File: src/rtl/pcs_pkg.sv
package pcs_pkg;
  typedef enum logic [2:0] {
    OP_SEQ  = 3'd0,
    OP_JMP  = 3'd1,
    OP_CALL = 3'd2,
    OP_RET  = 3'd3,
    OP_MOV  = 3'd4,
    OP_ADD  = 3'd5,
    OP_TBL  = 3'd6
  } pc_op_e;
endpackage

File: src/rtl/pcs_op_decode.sv
module pcs_op_decode
  import pcs_pkg::*;
(
  input  logic   clk,
  input  logic   rst,
  input  logic   do_jump,
  input  logic   do_call,
  input  logic   do_return,
  input  logic   do_move,
  input  logic   do_add,
  input  logic   do_table,
  output pc_op_e op
);
  always_comb begin
    if (do_call)        op = OP_CALL;
    else if (do_return) op = OP_RET;
    else if (do_jump)   op = OP_JMP;
    else if (do_move)   op = OP_MOV;
    else if (do_add)    op = OP_ADD;
    else if (do_table)  op = OP_TBL;
    else                op = OP_SEQ;
  end


  one_strobe_chk: assert property (@(posedge clk) disable iff (rst)
    $onehot0({do_jump, do_call, do_return, do_move, do_add, do_table}));
endmodule

File: src/rtl/pcs_ret_stack.sv
module pcs_ret_stack #(
  parameter int DEPTH  = 8,
  parameter int DATA_W = 14
) (
  input  logic              clk,
  input  logic              rst,
  input  logic              push,
  input  logic              pop,
  input  logic [DATA_W-1:0] wdata,
  output logic [DATA_W-1:0] top
);
  localparam int SP_W = $clog2(DEPTH);

  logic [DATA_W-1:0] slots [DEPTH];
  logic [SP_W-1:0]   sp_q;
  logic [SP_W-1:0]   sp_dn;

  assign sp_dn = sp_q - SP_W'(1);
  assign top   = slots[sp_dn];

  always_ff @(posedge clk) begin
    if (push) slots[sp_q] <= wdata;
  end

  always_ff @(posedge clk) begin
    if (rst)       sp_q <= '0;
    else if (push) sp_q <= sp_q + SP_W'(1);
    else if (pop)  sp_q <= sp_dn;
  end


  push_store_chk: assert property (@(posedge clk) disable iff (rst)
    push |=> (slots[$past(sp_q)] == $past(wdata)));


  pop_ptr_chk: assert property (@(posedge clk) disable iff (rst)
    (pop && !push) |=> (sp_q == SP_W'($past(sp_q) - SP_W'(1))));


  rst_ptr_chk: assert property (@(posedge clk)
    rst |=> (sp_q == '0));
endmodule

File: src/rtl/pcs_next_pc.sv
module pcs_next_pc
  import pcs_pkg::*;
#(
  parameter int PAGE_W = 4,
  parameter int OFS_W  = 10,
  parameter int ACC_W  = 8
) (
  input  pc_op_e                     op,
  input  logic [PAGE_W+OFS_W-1:0]    pc,
  input  logic [PAGE_W+OFS_W-1:0]    stack_top,
  input  logic [PAGE_W-1:0]          page_sel,
  input  logic [OFS_W-1:0]           target,
  input  logic [ACC_W-1:0]           acc,
  output logic [PAGE_W+OFS_W-1:0]    pc_inc,
  output logic [PAGE_W+OFS_W-1:0]    pc_nxt
);
  localparam int ADDR_W = PAGE_W + OFS_W;
  localparam int GAP_W  = OFS_W - ACC_W;

  logic [ACC_W-1:0] low_sum;

  assign low_sum = pc[ACC_W-1:0] + acc;
  assign pc_inc  = pc + ADDR_W'(1);

  always_comb begin
    case (op)
      OP_JMP, OP_CALL: pc_nxt = {page_sel, target};
      OP_RET:          pc_nxt = stack_top;
      OP_MOV:          pc_nxt = {page_sel, {GAP_W{1'b0}}, acc};
      OP_ADD:          pc_nxt = {page_sel, {GAP_W{1'b0}}, low_sum};
      OP_TBL:          pc_nxt = {pc[ADDR_W-1:ACC_W], low_sum};
      default:         pc_nxt = pc_inc;
    endcase
  end
endmodule

File: src/rtl/pcs_pc_unit.sv
module pcs_pc_unit
  import pcs_pkg::*;
#(
  parameter int PAGE_W = 4,
  parameter int OFS_W  = 10,
  parameter int ACC_W  = 8,
  parameter int DEPTH  = 8
) (
  input  logic                       clk,
  input  logic                       rst,
  input  logic                       do_jump,
  input  logic                       do_call,
  input  logic                       do_return,
  input  logic                       do_move,
  input  logic                       do_add,
  input  logic                       do_table,
  input  logic [OFS_W-1:0]           target,
  input  logic [ACC_W-1:0]           acc,
  input  logic [PAGE_W-1:0]          page_sel,
  output logic [PAGE_W+OFS_W-1:0]    fetch_addr
);
  localparam int ADDR_W = PAGE_W + OFS_W;

  pc_op_e            op;
  logic [ADDR_W-1:0] pc_q, pc_nxt, pc_inc, stack_top;
  logic              no_strobe;

  assign no_strobe = !(do_jump || do_call || do_return || do_move || do_add || do_table);

  pcs_op_decode u_dec (
    .clk(clk), .rst(rst),
    .do_jump(do_jump), .do_call(do_call), .do_return(do_return),
    .do_move(do_move), .do_add(do_add), .do_table(do_table),
    .op(op)
  );

  pcs_ret_stack #(.DEPTH(DEPTH), .DATA_W(ADDR_W)) u_stk (
    .clk(clk), .rst(rst),
    .push(op == OP_CALL), .pop(op == OP_RET),
    .wdata(pc_inc), .top(stack_top)
  );

  pcs_next_pc #(.PAGE_W(PAGE_W), .OFS_W(OFS_W), .ACC_W(ACC_W)) u_nxt (
    .op(op), .pc(pc_q), .stack_top(stack_top),
    .page_sel(page_sel), .target(target), .acc(acc),
    .pc_inc(pc_inc), .pc_nxt(pc_nxt)
  );

  always_ff @(posedge clk) begin
    if (rst) pc_q <= '0;
    else     pc_q <= pc_nxt;
  end

  assign fetch_addr = pc_q;


  rst_pc_chk: assert property (@(posedge clk)
    rst |=> (fetch_addr == '0));


  seq_step_chk: assert property (@(posedge clk) disable iff (rst)
    no_strobe |=> (fetch_addr == ADDR_W'($past(fetch_addr) + ADDR_W'(1))));


  jump_load_chk: assert property (@(posedge clk) disable iff (rst)
    do_jump |=> (fetch_addr == {$past(page_sel), $past(target)}));


  move_load_chk: assert property (@(posedge clk) disable iff (rst)
    do_move |=> (fetch_addr[OFS_W-1:ACC_W] == '0 && fetch_addr[ACC_W-1:0] == $past(acc)));


  table_keep_chk: assert property (@(posedge clk) disable iff (rst)
    do_table |=> (fetch_addr[ADDR_W-1:ACC_W] == $past(fetch_addr[ADDR_W-1:ACC_W])));
endmodule

File: config.mk
export PLATFORM = sky130hd
export DESIGN_NAME = pcs_pc_unit
export DESIGN_NICKNAME = d
export VERILOG_FILES = /design/src/rtl/pcs_pkg.sv /design/src/rtl/pcs_op_decode.sv /design/src/rtl/pcs_ret_stack.sv /design/src/rtl/pcs_next_pc.sv /design/src/rtl/pcs_pc_unit.sv
export SDC_FILE = /design/constraint.sdc
export NUM_CORES = 1
export LEC_CHECK = 0
export ABC_CLOCK_PERIOD_IN_PS = 2500
export BUFFER_PORTS_ARGS = -buffer_cell sky130_fd_sc_hd__buf_2
export CAP_MARGIN = 10
export CORE_MARGIN = 3
export CORE_UTILIZATION = 25
export DETAILED_ROUTE_END_ITERATION = 8
export PLACE_DENSITY = 0.4
export SYNTH_ARGS = -nofsm -noshare
export SYNTH_HDL_FRONTEND = slang
export SYNTH_SLANG_ARGS = --single-unit
File: constraint.sdc
create_clock -name clk -period 2.5 [get_ports clk]
set_input_delay 0.375 -clock clk [delete_from_list [all_inputs] [get_ports clk]]
set_output_delay 0.375 -clock clk [all_outputs]
set_load 0.01 [all_outputs]
---- After elaboration in Yosys (flattened, before gate mapping) ----
Memory sizes are Yosys's and may differ from the RTL's.
Index checks and enable logic that the tools add are counted.
operators by class
  mux-type cells .......................... 11
  add/subtract/negate cells ............... 4
  reductions and logical operators ........ 2
  equality and inequality tests ........... 6
operators by type and width
  operator                 number
  $pmux W14 S5             1
  $mux W3                  8
  $add A14 B1 Y14 const B  1
  $eq A3 B3 Y1 const B     3
  $add A8 B8 Y8            1
  $eq A3 B2 Y1 const B     2
  $add A3 B1 Y3 const B    1
  $eq A3 B1 Y1 const B     1
  $sub A3 B1 Y3 const B    1
  $mux W1                  2
  $reduce_bool A2 Y1       1
  $reduce_or A2 Y1         1
storage, ports and cells
  memory bits (writable) .................. 112
  bits of input ports ..................... 30
  logic and storage cells ................. 27
  register bits ........................... 17
  memories ................................ 1
memory list
  memory       depth  width  read ports  clocked after memory_dff  write ports  line                 text
  u_stk.slots  8      14     1           0                         1            pcs_ret_stack.sv:14  logic [DATA_W-1:0] slots [DEPTH];

---- Logic depth before layout (Yosys ltp) ----
  depth after elaboration ................. 9
  depth in mapped cells ................... 10
  depth with buffers taken out ............ 7

---- Modules after synthesis ----
Synthesis repeated with hierarchy kept, for this count alone.
unflattened totals
  cell total of the unflattened synthesis .. 496
  area, all modules ....................... 6274.8 um^2
by module, submodules not included
  module         cells an instance  times used  area each (um^2)
  pcs_ret_stack  290                1           4693.3
  pcs_next_pc    168                1           1116.1
  pcs_pc_unit    31                 1           424.2
  pcs_op_decode  7                  1           41.3

---- Worst setup path before layout ----
Ideal clock, no wire load.
  kind .................................... register -> register
  start ................................... register u_stk.sp_q[0]
  end ..................................... register pc_q[12] (netlist: fetch_addr[12])
  path buffers ............................ 3
  data arrival time ....................... 2.343 ns
  setup time .............................. 0.134 ns
  data required time ...................... 2.366 ns
  slack ................................... 0.023 ns
  stages on the path, launching flop included .. 10
  path through ............................ dfxtp_1 > buf_2 > buf_2 > inv_1 > ha_1 > clkbuf_1 > mux4_2 > a22o_1 > o31ai_1 > a211oi_1
on the way
  cells in the longest elaborated chain, start to end .. 3
ends and longest elaborated chain
  what                    line                 text
  start, declared         pcs_ret_stack.sv:15  logic [SP_W-1:0] sp_q;
  start signal, assigned  pcs_ret_stack.sv:27  else if (push) sp_q <= sp_q + SP_W'(1);
  start signal, assigned  pcs_ret_stack.sv:28  else if (pop) sp_q <= sp_dn;
  $sub A3 B1 Y3           pcs_ret_stack.sv:18  assign sp_dn = sp_q - SP_W'(1);
  $mem_v2 Z8 W14          --
  $pmux W14 S5            pcs_next_pc.sv:26    case (op)
  end signal, assigned    pcs_pc_unit.sv:51    else pc_q <= pc_nxt;
  end, declared           pcs_pc_unit.sv:25    logic [ADDR_W-1:0] pc_q, pc_nxt, pc_inc, stack_top;
Every way passes these cells.
A chain may end at the register's enable or synchronous reset.

---- Worst setup path after layout ----
  start ................................... register u_stk.sp_q[0]
  end ..................................... register pc_q[10] (netlist: fetch_addr[10])
The elaborated chain is that of the path after synthesis.

==> metrics.txt <==
# TYPE chip_impl_metric gauge
chip_impl_metric{name="wp_data_required",unit="ns"} 2.82
chip_impl_info{name="status",value="finished clean"} 1
chip_impl_info{name="crit_path_end_kind",value="register"} 1
chip_impl_info{name="clock-root-buffer",value="sky130_fd_sc_hd__clkbuf_16"} 1
chip_impl_info{name="tritoncts",value="done"} 1
chip_impl_info{name="worstSetupStartpointType",value="register"} 1
chip_impl_info{name="worst-setup-path-type",value="reg -> reg"} 1
chip_impl_metric{name="post-cts-setup-buffer-count",unit=""} 0
chip_impl_metric{name="via_count",unit=""} 3737
chip_impl_metric{name="finalInstanceArea",unit="µm²"} 7296
chip_impl_info{name="synth_area_leader_cell",value="sky130_fd_sc_hd__edfxtp_1"} 1
chip_impl_metric{name="clk_pin_slew_worst_paths",unit="ns"} 0.06
chip_impl_metric{name="die-width",unit="µm"} 159.6
chip_impl_info{name="post_synth_main_area_contributors",value="sky130_fd_sc_hd__edfxtp_1 57%, sky130_fd_sc_hd__mux4_2 11%, sky130_fd_sc_hd__dfxtp_1 5.8%"} 1
chip_impl_info{name="hold-path-endpoint",value="fetch_addr[8]"} 1
chip_impl_metric{name="wirelength_per_cell",unit="µm"} 20.21
chip_impl_metric{name="worst_ep_arrival_time",unit="ns"} 2.51
chip_impl_metric{name="post_synth_and_or_nand_nor_area_fraction",unit=""} 0.08993
chip_impl_metric{name="effective_utilization_at_floorplan",unit=""} 0.2574
chip_impl_metric{name="post_synthesis_cell_type_count",unit=""} 55
chip_impl_metric{name="final_ant_viol_nets",unit=""} 0
chip_impl_metric{name="dp.final_hpwl",unit="µm"} 10970
chip_impl_metric{name="reg2reg_slack",unit="ns"} 0.31
chip_impl_metric{name="cts.htree.levels",unit=""} 4
chip_impl_metric{name="number_of_flops_mapped_to_enable_cells_by_yosys",unit=""} 112
chip_impl_metric{name="hold-path-cell-count",unit=""} 3
chip_impl_info{name="yosys_most_used_dff",value="sky130_fd_sc_hd__edfxtp_1"} 1
chip_impl_info{name="rsz0062_at_grt",value="no"} 1
chip_impl_metric{name="portBuffers",unit=""} 43
chip_impl_metric{name="synth-seq-area-share",unit=""} 0.6278
chip_impl_metric{name="area.growth.synth_to_final",unit="%"} 23.67
chip_impl_metric{name="post-route-min-period",unit="ns"} 2.186
chip_impl_info{name="regToRegStartpoint",value="u_stk.sp_q[0]"} 1
chip_impl_metric{name="synth_xor_xnor_area_share",unit=""} 0.02672
chip_impl_metric{name="finish.net_count",unit=""} 509
chip_impl_metric{name="std_cell_rows",unit=""} 55
chip_impl_metric{name="floorplan.core_area",unit="µm²"} 22920
chip_impl_metric{name="dpl-instance-area",unit="µm²"} 6719
chip_impl_info{name="synth_top_family_by_area",value="multiplexers"} 1
chip_impl_metric{name="fp.dieArea",unit="µm²"} 25480
chip_impl_metric{name="synth-compound-area-share",unit=""} 0.08250
chip_impl_metric{name="place_congestion",unit=""} 0.8158
chip_impl_info{name="critPathLaunch",value="u_stk.sp_q[0]"} 1
chip_impl_metric{name="layout-drive-gt1-share",unit=""} 0.2931
chip_impl_metric{name="synthAdderAreaFrac",unit=""} 0.02460
chip_impl_metric{name="report.final.hold_viol_count",unit=""} 0
chip_impl_metric{name="cts_resized",unit=""} 0
chip_impl_metric{name="insertion_delay",unit="ns"} 0.42
chip_impl_info{name="holdCritStartpoint",value="target[8]"} 1
chip_impl_info{name="worstReg2RegEnd",value="fetch_addr[10]"} 1
chip_impl_metric{name="grt_max_degree",unit=""} 30
chip_impl_metric{name="vdd_ir_drop_max",unit="V"} 0.0003666
chip_impl_metric{name="clockBufferDepth",unit=""} 2
chip_impl_metric{name="postSynthRegisterBits",unit=""} 129
chip_impl_metric{name="timing.reg2reg.worst_path_depth",unit=""} 7
chip_impl_metric{name="drc_errors",unit=""} 0
chip_impl_metric{name="globalRoute.totalOverflow",unit=""} 0
chip_impl_metric{name="timing.max_slew.rel_slack",unit=""} 0.4851
chip_impl_metric{name="yosys-mux-area-fraction",unit=""} 0.1264
chip_impl_info{name="hold_path_class",value="in -> reg"} 1
chip_impl_metric{name="drt_iter0_markers",unit=""} 160
chip_impl_metric{name="yosys_warnings",unit=""} 0
chip_impl_metric{name="peak_clock_frequency_supported_by_timing",unit="MHz"} 457.5
chip_impl_metric{name="maxCapViolations",unit=""} 0
chip_impl_metric{name="routed_wl",unit="µm"} 16050
chip_impl_metric{name="synth.avg_cell_area",unit="µm²"} 14.82
chip_impl_metric{name="drt_first_pass_iters",unit=""} 6
chip_impl_metric{name="die_y",unit="µm"} 159.6
chip_impl_metric{name="design.portCount",unit=""} 44
chip_impl_metric{name="cts.sink_count",unit=""} 129
chip_impl_metric{name="antennaDiodeCount",unit=""} 0
chip_impl_metric{name="number_of_antenna_violations_at_the_first_check_in_global_routing",unit=""} 0
chip_impl_metric{name="fin_tns_setup",unit="ns"} 0
chip_impl_metric{name="postCtsHoldBufs",unit=""} 0
chip_impl_metric{name="post-route-period-util",unit=""} 0.8743
chip_impl_metric{name="final-max-slew-violation-count",unit=""} 0
chip_impl_metric{name="p_total",unit="mW"} 5.814
chip_impl_metric{name="finalSetupViolations",unit=""} 0
chip_impl_metric{name="cellPowerDensity",unit="nW/µm²"} 796.9
chip_impl_metric{name="leakage_power_of_the_design",unit="nW"} 2.568
chip_impl_metric{name="first_global_vias",unit=""} 3838
chip_impl_metric{name="cp_max_fo",unit=""} 6
chip_impl_metric{name="synth.top_cell.area_share",unit=""} 0.5701
chip_impl_metric{name="netlist_instances",unit=""} 398
chip_impl_metric{name="cts_made_buffers",unit=""} 17
chip_impl_metric{name="post-route-util",unit=""} 0.3184
chip_impl_metric{name="clock-skew-final",unit="ns"} 0.007950
chip_impl_metric{name="groute.usage.overall",unit=""} 0.1309
chip_impl_metric{name="syn-cell-area",unit="µm²"} 5899
chip_impl_metric{name="grt_first_pass_wirelength",unit="µm"} 24510
chip_impl_metric{name="viasPerCell",unit=""} 4.707
chip_impl_metric{name="synthesis.nets",unit=""} 439
chip_impl_metric{name="timing_worst_slew_pin_value",unit="ns"} 0.7668
chip_impl_metric{name="synthArstFlopShare",unit=""} 0
cells by family after synthesis:
family	count (synthesis)
AND/OR/NAND/NOR	107
adder cells (fa/ha/maj)	11
AO/OA/AOI/OAI	65
flip-flops	129
XOR/XNOR	18
multiplexers	39
buffers and inverters	29
stage by stage:
stage	hold WS (ns)	instances	setup slack, ns
floorplan	0.5507	398	0.02300
global route	0.3452	794	0.07878
finish	0.3183	794	0.3142
CTS	0.3072	794	0.2523
global placement	0.5460	762	0.3089
detailed placement	0.5530	762	0.2750
cells in the mapped netlist, types with 4 or more instances:
cell type,number
sky130_fd_sc_hd__edfxtp_1,112
sky130_fd_sc_hd__dfxtp_1,17
sky130_fd_sc_hd__nand2_1,28
sky130_fd_sc_hd__a211oi_1,6
sky130_fd_sc_hd__nand3_1,12
sky130_fd_sc_hd__nor3_1,5
sky130_fd_sc_hd__xor2_1,4
sky130_fd_sc_hd__xnor2_1,14
sky130_fd_sc_hd__clkbuf_1,10
sky130_fd_sc_hd__a221oi_1,5
sky130_fd_sc_hd__o21ai_0,9
sky130_fd_sc_hd__o31ai_1,4
sky130_fd_sc_hd__nor2_1,34
sky130_fd_sc_hd__inv_1,9
sky130_fd_sc_hd__a22o_1,4
sky130_fd_sc_hd__ha_1,10
sky130_fd_sc_hd__a21oi_1,6
sky130_fd_sc_hd__buf_2,5
sky130_fd_sc_hd__mux2_2,4
sky130_fd_sc_hd__mux4_2,28
sky130_fd_sc_hd__mux2i_1,7
sky130_fd_sc_hd__a22oi_1,8
routing by layer:
metal	track usage	routed length, µm	share of wire
met5	0	0	0
met2	0.2002	7409	0.46
met3	0.03450	760	0.047
met4	0.04298	280	0.017
met1	0.1814	7599	0.47
layout by cell type, fill, tap and decap left out, types with 4 or more instances in the layout:
master,instances
sky130_fd_sc_hd__a21oi_1,6
sky130_fd_sc_hd__buf_2,43
sky130_fd_sc_hd__inv_8,4
sky130_fd_sc_hd__clkinv_4,4
sky130_fd_sc_hd__edfxtp_1,112
sky130_fd_sc_hd__mux4_2,28
sky130_fd_sc_hd__mux2i_1,7
sky130_fd_sc_hd__nand2_1,28
sky130_fd_sc_hd__dfxtp_1,16
sky130_fd_sc_hd__a211oi_1,6
sky130_fd_sc_hd__nor2_1,34
sky130_fd_sc_hd__mux2_2,4
sky130_fd_sc_hd__inv_1,9
sky130_fd_sc_hd__ha_1,10
sky130_fd_sc_hd__nand3_1,12
sky130_fd_sc_hd__a22oi_1,8
sky130_fd_sc_hd__a221oi_1,5
sky130_fd_sc_hd__o31ai_1,4
sky130_fd_sc_hd__xor2_1,4
sky130_fd_sc_hd__buf_12,7
sky130_fd_sc_hd__buf_4,21
sky130_fd_sc_hd__a22o_1,4
sky130_fd_sc_hd__o21ai_0,9
sky130_fd_sc_hd__xnor2_1,14
sky130_fd_sc_hd__clkbuf_16,17
report_power, final:
part	internal, mW	switching (mW)	leakage, nW	total (mW)
clock	1.40	1.01	0.279	2.41
sequential	2.48	0.0644	1.17	2.54
combinational	0.396	0.466	1.11	0.862
total	4.27	1.54	2.57	5.81
how the worst max path moves through the flow:
stage	to	slack, ns	cells after the start
after CTS	fetch_addr[10]	0.25	7
after global placement	fetch_addr[6]	0.31	8
final	fetch_addr[10]	0.31	7
after global routing	fetch_addr[10]	0.08	7
after floorplan	fetch_addr[12]	0.02	9
after detailed placement	fetch_addr[10]	0.28	7
critical path, cell delays in order, from the launching register on:
cell and delay, ns:
sky130_fd_sc_hd__dfxtp_2 0.45, sky130_fd_sc_hd__inv_1 0.12, sky130_fd_sc_hd__ha_1 0.24, sky130_fd_sc_hd__xor2_1 0.36, sky130_fd_sc_hd__and2_1 0.36, sky130_fd_sc_hd__a22o_1 0.21, sky130_fd_sc_hd__o31ai_1 0.07, sky130_fd_sc_hd__a221oi_1 0.26
area by class of cell:
type,count,area [µm²]
flip-flops and latches,129,3705
multi-input cells,240,2076
clock buffers,17,425.4
well taps,313,391.6
inverters,9,33.78
repair buffers,71,513.0
clock inverters,15,151.4
fillers,2288,15620
sequential cells by signal (all words and copies together), names as in the netlist:
signal,count
u_stk.sp_q,3
u_stk.slots,112
fetch_addr,14
Power figures use the tool's default switching activity.
